===== src/rtl/prio_res_pkg.sv =====
package prio_res_pkg;
   typedef enum logic [2:0] {
      OP_ROT_CLR    = 3'd0,
      OP_EOI_TOP    = 3'd1,
      OP_IDLE       = 3'd2,
      OP_EOI_LINE   = 3'd3,
      OP_ROT_SET    = 3'd4,
      OP_EOI_TOP_RB = 3'd5,
      OP_BASE_LOAD  = 3'd6,
      OP_EOI_LINE_RB= 3'd7
   } op_e;
endpackage


===== src/rtl/prio_pick.sv =====
module prio_pick #(
   parameter int N  = 8,
   parameter int IW = $clog2(N)
) (
   input  logic [N-1:0]  vec,
   input  logic [IW-1:0] base,
   output logic [IW:0]   rank,
   output logic [IW-1:0] line
);
   logic [IW-1:0] idx;

   always_comb begin
      rank = (IW+1)'(N);
      line = '0;
      idx  = '0;
      for (int k = N - 1; k >= 0; k--) begin
         idx = IW'(base + IW'(k));
         if (vec[idx]) begin
            rank = (IW+1)'(k);
            line = idx;
         end
      end
   end
endmodule


===== src/rtl/isr_ctrl.sv =====
module isr_ctrl
   import prio_res_pkg::*;
#(
   parameter int N  = 8,
   parameter int IW = $clog2(N)
) (
   input  logic          clk,
   input  logic          rst_n,
   input  logic          ack_fire,
   input  logic [IW-1:0] ack_line,
   input  logic          auto_eoi_en,
   input  logic          cmd_valid,
   input  logic [2:0]    cmd_code,
   input  logic [IW-1:0] cmd_line,
   input  logic          top_hit,
   input  logic [IW-1:0] top_line,
   output logic [N-1:0]  isr_q,
   output logic [IW-1:0] base_q,
   output logic          rot_q
);
   logic [N-1:0]  clr_m, set_m;
   logic [IW-1:0] base_n;
   logic          rot_n;
   op_e           op;

   assign op = op_e'(cmd_code);

   always_comb begin
      clr_m  = '0;
      set_m  = '0;
      base_n = base_q;
      rot_n  = rot_q;
      if (ack_fire) begin
         if (auto_eoi_en) begin
            if (rot_q) base_n = IW'(ack_line + 1'b1);
         end else begin
            set_m[ack_line] = 1'b1;
         end
      end
      if (cmd_valid) begin
         unique case (op)
            OP_ROT_CLR:  rot_n = 1'b0;
            OP_ROT_SET:  rot_n = 1'b1;
            OP_EOI_TOP:  if (top_hit) clr_m[top_line] = 1'b1;
            OP_EOI_TOP_RB: if (top_hit) begin
               clr_m[top_line] = 1'b1;
               base_n = IW'(top_line + 1'b1);
            end
            OP_EOI_LINE: clr_m[cmd_line] = 1'b1;
            OP_EOI_LINE_RB: begin
               clr_m[cmd_line] = 1'b1;
               base_n = IW'(cmd_line + 1'b1);
            end
            OP_BASE_LOAD: base_n = IW'(cmd_line + 1'b1);
            OP_IDLE: ;
            default: ;
         endcase
      end
   end

   always_ff @(posedge clk) begin
      if (!rst_n) begin
         isr_q  <= '0;
         base_q <= '0;
         rot_q  <= 1'b0;
      end else begin
         isr_q  <= (isr_q & ~clr_m) | set_m;
         base_q <= base_n;
         rot_q  <= rot_n;
      end
   end

   AST_LINE_CLEAR: assert property (@(posedge clk) disable iff (!rst_n)
      (cmd_valid && (cmd_code == 3'd3 || cmd_code == 3'd7) &&
       !(ack_fire && !auto_eoi_en && ack_line == cmd_line))
      |=> !isr_q[$past(cmd_line)]);

   AST_ROT_FLAG: assert property (@(posedge clk) disable iff (!rst_n)
      (cmd_valid && cmd_code == 3'd4) |=> rot_q);
endmodule


===== src/rtl/rot_prio_resolver.sv =====
module rot_prio_resolver #(
   parameter int N           = 8,
   parameter int CASCADE_IDX = 2,
   parameter bit HAS_NESTED  = 1'b1,
   localparam int IW         = $clog2(N)
) (
   input  logic          clk,
   input  logic          rst_n,
   input  logic [N-1:0]  req_vec,
   input  logic [N-1:0]  mask_vec,
   input  logic          is_primary,
   input  logic          sfnm_en,
   input  logic          auto_eoi_en,
   input  logic          ack,
   input  logic          cmd_valid,
   input  logic [2:0]    cmd_code,
   input  logic [IW-1:0] cmd_line,
   output logic          irq_valid,
   output logic [IW-1:0] irq_line,
   output logic [N-1:0]  isr_vec,
   output logic [IW-1:0] base_idx,
   output logic          rot_aeoi
);
   if (N < 2 || (1 << IW) != N) begin : g_bad_n
      $error("N must be a power of two of at least 2");
   end
   if (CASCADE_IDX < 0 || CASCADE_IDX >= N) begin : g_bad_casc
      $error("CASCADE_IDX out of range");
   end

   logic [N-1:0]  live_req, cmp_isr;
   logic [IW:0]   req_rank, cur_rank, top_rank;
   logic [IW-1:0] req_line, cur_line, top_line;

   assign live_req = req_vec & ~mask_vec;

   if (HAS_NESTED) begin : g_nested
      logic [N-1:0] casc_bit;
      assign casc_bit = N'(1) << CASCADE_IDX;
      assign cmp_isr  = (sfnm_en && is_primary) ? (isr_vec & ~casc_bit) : isr_vec;
   end else begin : g_flat
      logic unused_nest;
      assign unused_nest = sfnm_en ^ is_primary;
      assign cmp_isr     = isr_vec;
   end

   prio_pick #(.N(N)) u_req_pick (
      .vec(live_req), .base(base_idx), .rank(req_rank), .line(req_line));
   prio_pick #(.N(N)) u_cur_pick (
      .vec(cmp_isr),  .base(base_idx), .rank(cur_rank), .line(cur_line));
   prio_pick #(.N(N)) u_top_pick (
      .vec(isr_vec),  .base(base_idx), .rank(top_rank), .line(top_line));

   assign irq_valid = (req_rank < cur_rank);
   assign irq_line  = req_line;

   isr_ctrl #(.N(N)) u_isr (
      .clk(clk), .rst_n(rst_n),
      .ack_fire(ack && irq_valid), .ack_line(irq_line),
      .auto_eoi_en(auto_eoi_en),
      .cmd_valid(cmd_valid), .cmd_code(cmd_code), .cmd_line(cmd_line),
      .top_hit(top_rank != (IW+1)'(N)), .top_line(top_line),
      .isr_q(isr_vec), .base_q(base_idx), .rot_q(rot_aeoi));

   AST_VALID_PENDING: assert property (@(posedge clk) disable iff (!rst_n)
      irq_valid |-> (req_vec[irq_line] && !mask_vec[irq_line]));

   AST_NOT_SERVED: assert property (@(posedge clk) disable iff (!rst_n)
      (irq_valid && !(sfnm_en && is_primary && irq_line == IW'(CASCADE_IDX)))
      |-> !isr_vec[irq_line]);

   AST_CUR_IN_SERVICE: assert property (@(posedge clk) disable iff (!rst_n)
      (cur_rank != (IW+1)'(N)) |-> isr_vec[cur_line]);

   AST_NEST_CASCADE: assert property (@(posedge clk) disable iff (!rst_n)
      (HAS_NESTED && sfnm_en && is_primary && live_req != '0 &&
       (isr_vec & ~(N'(1) << CASCADE_IDX)) == '0) |-> irq_valid);

   AST_ACK_ENTERS: assert property (@(posedge clk) disable iff (!rst_n)
      (ack && irq_valid && !auto_eoi_en) |=> isr_vec[$past(irq_line)]);

   AST_AEOI_KEEPS: assert property (@(posedge clk) disable iff (!rst_n)
      (ack && irq_valid && auto_eoi_en && !cmd_valid) |=> $stable(isr_vec));

   AST_EOI_EMPTY: assert property (@(posedge clk) disable iff (!rst_n)
      (cmd_valid && (cmd_code == 3'd1 || cmd_code == 3'd5) && isr_vec == '0 && !ack)
      |=> (isr_vec == '0 && $stable(base_idx)));

   AST_BASE_LOAD: assert property (@(posedge clk) disable iff (!rst_n)
      (cmd_valid && cmd_code == 3'd6)
      |=> base_idx == IW'($past(cmd_line) + 1'b1));
endmodule


===== config.mk =====
export PLATFORM = sky130hd
export DESIGN_NAME = rot_prio_resolver
export DESIGN_NICKNAME = d
export VERILOG_FILES = /design/src/rtl/prio_res_pkg.sv /design/src/rtl/prio_pick.sv /design/src/rtl/isr_ctrl.sv /design/src/rtl/rot_prio_resolver.sv
export SDC_FILE = /design/constraint.sdc
export NUM_CORES = 1
export LEC_CHECK = 0
export BUFFER_PORTS_ARGS = -buffer_cell sky130_fd_sc_hd__buf_2
export CORE_ASPECT_RATIO = 1.2
export CORE_MARGIN = 2
export CORE_UTILIZATION = 45
export CTS_CLUSTER_DIAMETER = 40
export DETAILED_ROUTE_END_ITERATION = 8
export PLACE_DENSITY = 0.75
export RECOVER_POWER = 50
export SLEW_MARGIN = 20
export SYNTH_ARGS = -nofsm -noshare
export SYNTH_HDL_FRONTEND = slang
export SYNTH_SLANG_ARGS = --single-unit

===== constraint.sdc =====
create_clock -name clk -period 9.25 [get_ports clk]
set_input_delay 0.4625 -clock clk [delete_from_list [all_inputs] [get_ports clk]]
set_output_delay 0.4625 -clock clk [all_outputs]
set_load 0.01 [all_outputs]

==> results.yml <==
global_routing:
  grt_pass1_wl_um: 15200
  grt_max_degree: 42
  grt_pass1_vias: 3241
  use_met2_pct: 44.1
  grt_overflow_total: 0
  grt_usage_pct: 25.2
  use_met3_pct: 1.72
  use_met1_pct: 30.5
  antenna_found_initial: 0
  top_usage_layer: "met2"
detailed_routing:
  drt_iter0_drc: 254
  vias_per_cell: 6.72
  remaining_drc_errors: 0
  firstDrtPassIters: 7
  finalWirelength_um: 9350
  num_vias: 3443
  detail_route.wl_per_cell_um: 18.3
  ant_nets: 0
yosys:
  synth_seq_area_share_pct: 7.83
  syn_area_per_cell_um2: 7.72
  synth_xor_area_share_pct: 2.28
  netlist_instances: 397
  yosys-mux-area-fraction_pct: 25.9
  synth-simple-area-share_pct: 28.6
  synth_edf_count: 0
  async_reset_ff_share_pct: 0
  synth_cell_types: 73
  synth_area_leader_cell: "mux4_2"
  synth_flop_cell: "dfxtp_1"
  synthAdderAreaFrac_pct: 3.26
  synth_top_family_by_area: "simple AND/OR/NAND/NOR gates"
  synth_top_area_share_pct: 15.4
  synth-seq-cells: 12
  yosys_warnings: 0
  syn_area_mm2: 0.00307
  syn-num-nets: 434
  synth.top_cells.by_area: "mux4_2 (15%), dfxtp_1 (7.8%), mux2i_1 (6.9%)"
  synth_compound_area_share_pct: 26.4
cts:
  cts_buffers: 3
  cts_root_buf: "clkbuf_8"
  cts_max_level: 1
  clock_sinks: 12
  path_clk_slew_ns: 0.05
  cts_resized: 0
  postCtsSetupBuffers: 0
  clock_latency_ns: 0.24
  clockBufferDepth: 2
  cts_tree: "done"
  cts_hold_buf: 0
sta:
  max_freq_mhz: 151
  slew_viol_final: 75
  clock_skew_ns: 0.000833
  rsz0062_at_grt: "false"
  setup_tns_ns: 0
  finalCritPeriodShare_pct: 71.6
  finalSetupViolations: 0
  whs_ns: 0.481
  hold_viol: 0
  fin_ws_ns: 2.63
  tightest_slew_ns: 2.09
  slew_headroom_pct: -39.6
  min_period_ns: 6.62
final_layout:
  nNetsFinal: 465
  drive_above_1_share_pct: 18.0
  num_antenna_cells: 0
  area_growth_pct: 8.94
  num-fill-cells: 659
  finalNonFillerCells: 512
critical_path:
  critical_path_peak_fanout: 41
  critPathKind: "reg -> out"
  ff2ff_setup_slack_ns: 2.90
  required_ns: 8.79
  r2r_start: "u_isr.base_q[0]"
  critPathArrivalTime_ns: 6.16
  startpoint_type: "flip-flop"
  setup.worst_path.start: "u_isr.base_q[0]"
  ff2ff_path_depth: 17
  endpoint_kind: "output pin"
power_and_ir_drop:
  total_power_uw: 507
  sw_frac_of_total_pct: 50.3
  internal-power_uw: 252
  ir_drop_v: 0.000118
  clock_power_share_pct: 11.4
  switchingPower_uw: 255
  p_seq_share_pct: 14.2
  power_frac_comb_pct: 74.4
  powerDensity_mw_per_mm2: 152
  total_leakage_power_nw: 1.26
flow_run:
  maxCapViolCount: 2
die:
  ios: 45
  core_mm2: 0.00653
  initial_utilization_pct: 47.0
  die_area_mm2: 0.00749
  die_w_um: 79.4
  die_height_um: 94.4
  rows: 32
placement:
  place_hpwl_um: 7130
  gp_congestion: 0.934
  dp_cells: 508
  port-buffer-count: 44
  pre_cts_slack_ns: 4.42
outcome:
  violations: "max-capacitance violations, max-slew violations"
  status: "finished with violations"
worst_hold_path:
  worst_hold_path.num_cells: 2
  hp-class: "reg -> reg"
  hold_start: "u_isr.rot_q"
kinds of logic after synthesis:
kind of cell / Yosys count
and+or+nand+nor: 166
AOI/OAI and AO/OA: 114
buffers and inverters: 37
adders and majority gates: 8
DFF: 12
muxes: 52
xor gates and xnor gates: 8
Yosys cell counts, drive strengths merged (3+ instances only):
cell type / count
nand2: 41
nor2: 29
mux2i: 21
mux4: 21
nand3: 20
o21ai: 19
a21oi: 18
inv: 15
and2: 14
buf: 13
dfxtp: 12
o211ai: 12
nand2b: 11
mux2: 10
clkbuf: 9
nor2b: 9
ha: 8
a31oi: 7
nor3: 7
o21a: 7
a21o: 6
nand4: 6
nor3b: 5
o22ai: 5
a211o: 4
a211oi: 4
or2: 4
xnor2: 4
xor2: 4
a31o: 3
nand3b: 3
nor4b: 3
o2111ai: 3
o221ai: 3
o311ai: 3
or3b: 3
cell usage in the layout (no fill, tap or decap), types with 9 or more instances in the layout:
| cell type | n |
|---|---|
| mux2i_1 | 21 |
| nand2b_1 | 11 |
| inv_1 | 13 |
| o21ai_0 | 10 |
| o211ai_1 | 12 |
| mux4_2 | 21 |
| buf_2 | 33 |
| dfxtp_1 | 11 |
| clkbuf_1 | 13 |
| a21oi_1 | 16 |
| nand2_1 | 41 |
| nor2b_1 | 9 |
| nor2_1 | 29 |
| and2_1 | 13 |
| nand3_1 | 20 |
| o21ai_1 | 9 |
metrics by stage:
stage                     util [%]  cell area (µm²)
after global placement        50.7             3310
after detailed placement      50.7             3310
after floorplan                  -             3070
after global routing          51.2             3340
after CTS                     51.5             3360
final                         51.2             3340
per-layer routing:
layer,vias up,routed length (µm)
met3,37,581
met5,-,0
met4,0,435
li1,1599,-
met1,1630,3780
met2,177,4560
registers in the layout, indices dropped and copies added, names as in the netlist:
register and count:
u_isr.rot_q 1, u_isr.base_q 3, u_isr.isr_q 8
path summary, 6_finish.rpt:
kind	end
worst min register to register	u_isr.rot_q
worst max register to register	u_isr.base_q[2]
worst max-delay path	irq_valid
worst min-delay path	u_isr.rot_q
power groups by stage:
stage	registers, mW	clock network (mW)	logic, mW
after floorplan	0.0682	0	0.284
after global placement	0.0723	0	0.363
after detailed placement	0.0723	0	0.369
after CTS	0.0712	0.0580	0.372
after global routing	0.0736	0.0606	0.413
final	0.0721	0.0577	0.377
layout make-up:
type                            count  area [µm²]  share of cell area, %
Tap cell                           85         106                   3.18
Inverter                           15        56.3                   1.69
Clock buffer                        4        55.1                   1.65
Sequential cell                    12         241                   7.23
Multi-Input combinational cell    348        2650                   79.4
Timing Repair Buffer               48         229                   6.85
worst max-delay path: stages, from the launching register on:
cell,delay (ns)
dfxtp_2,0.31
clkbuf_1,1.49
inv_2,0.57
ha_1,0.93
mux2_2,0.41
o21ai_0,0.22
nor2_1,0.15
a211oi_1,0.35
nand3_1,0.13
or3_1,0.33
ha_1,0.32
nand3_1,0.07
a21o_1,0.15
a31o_1,0.20
and3_1,0.14
buf_2,0.13
Note: power is estimated with default switching activity, not from simulation.
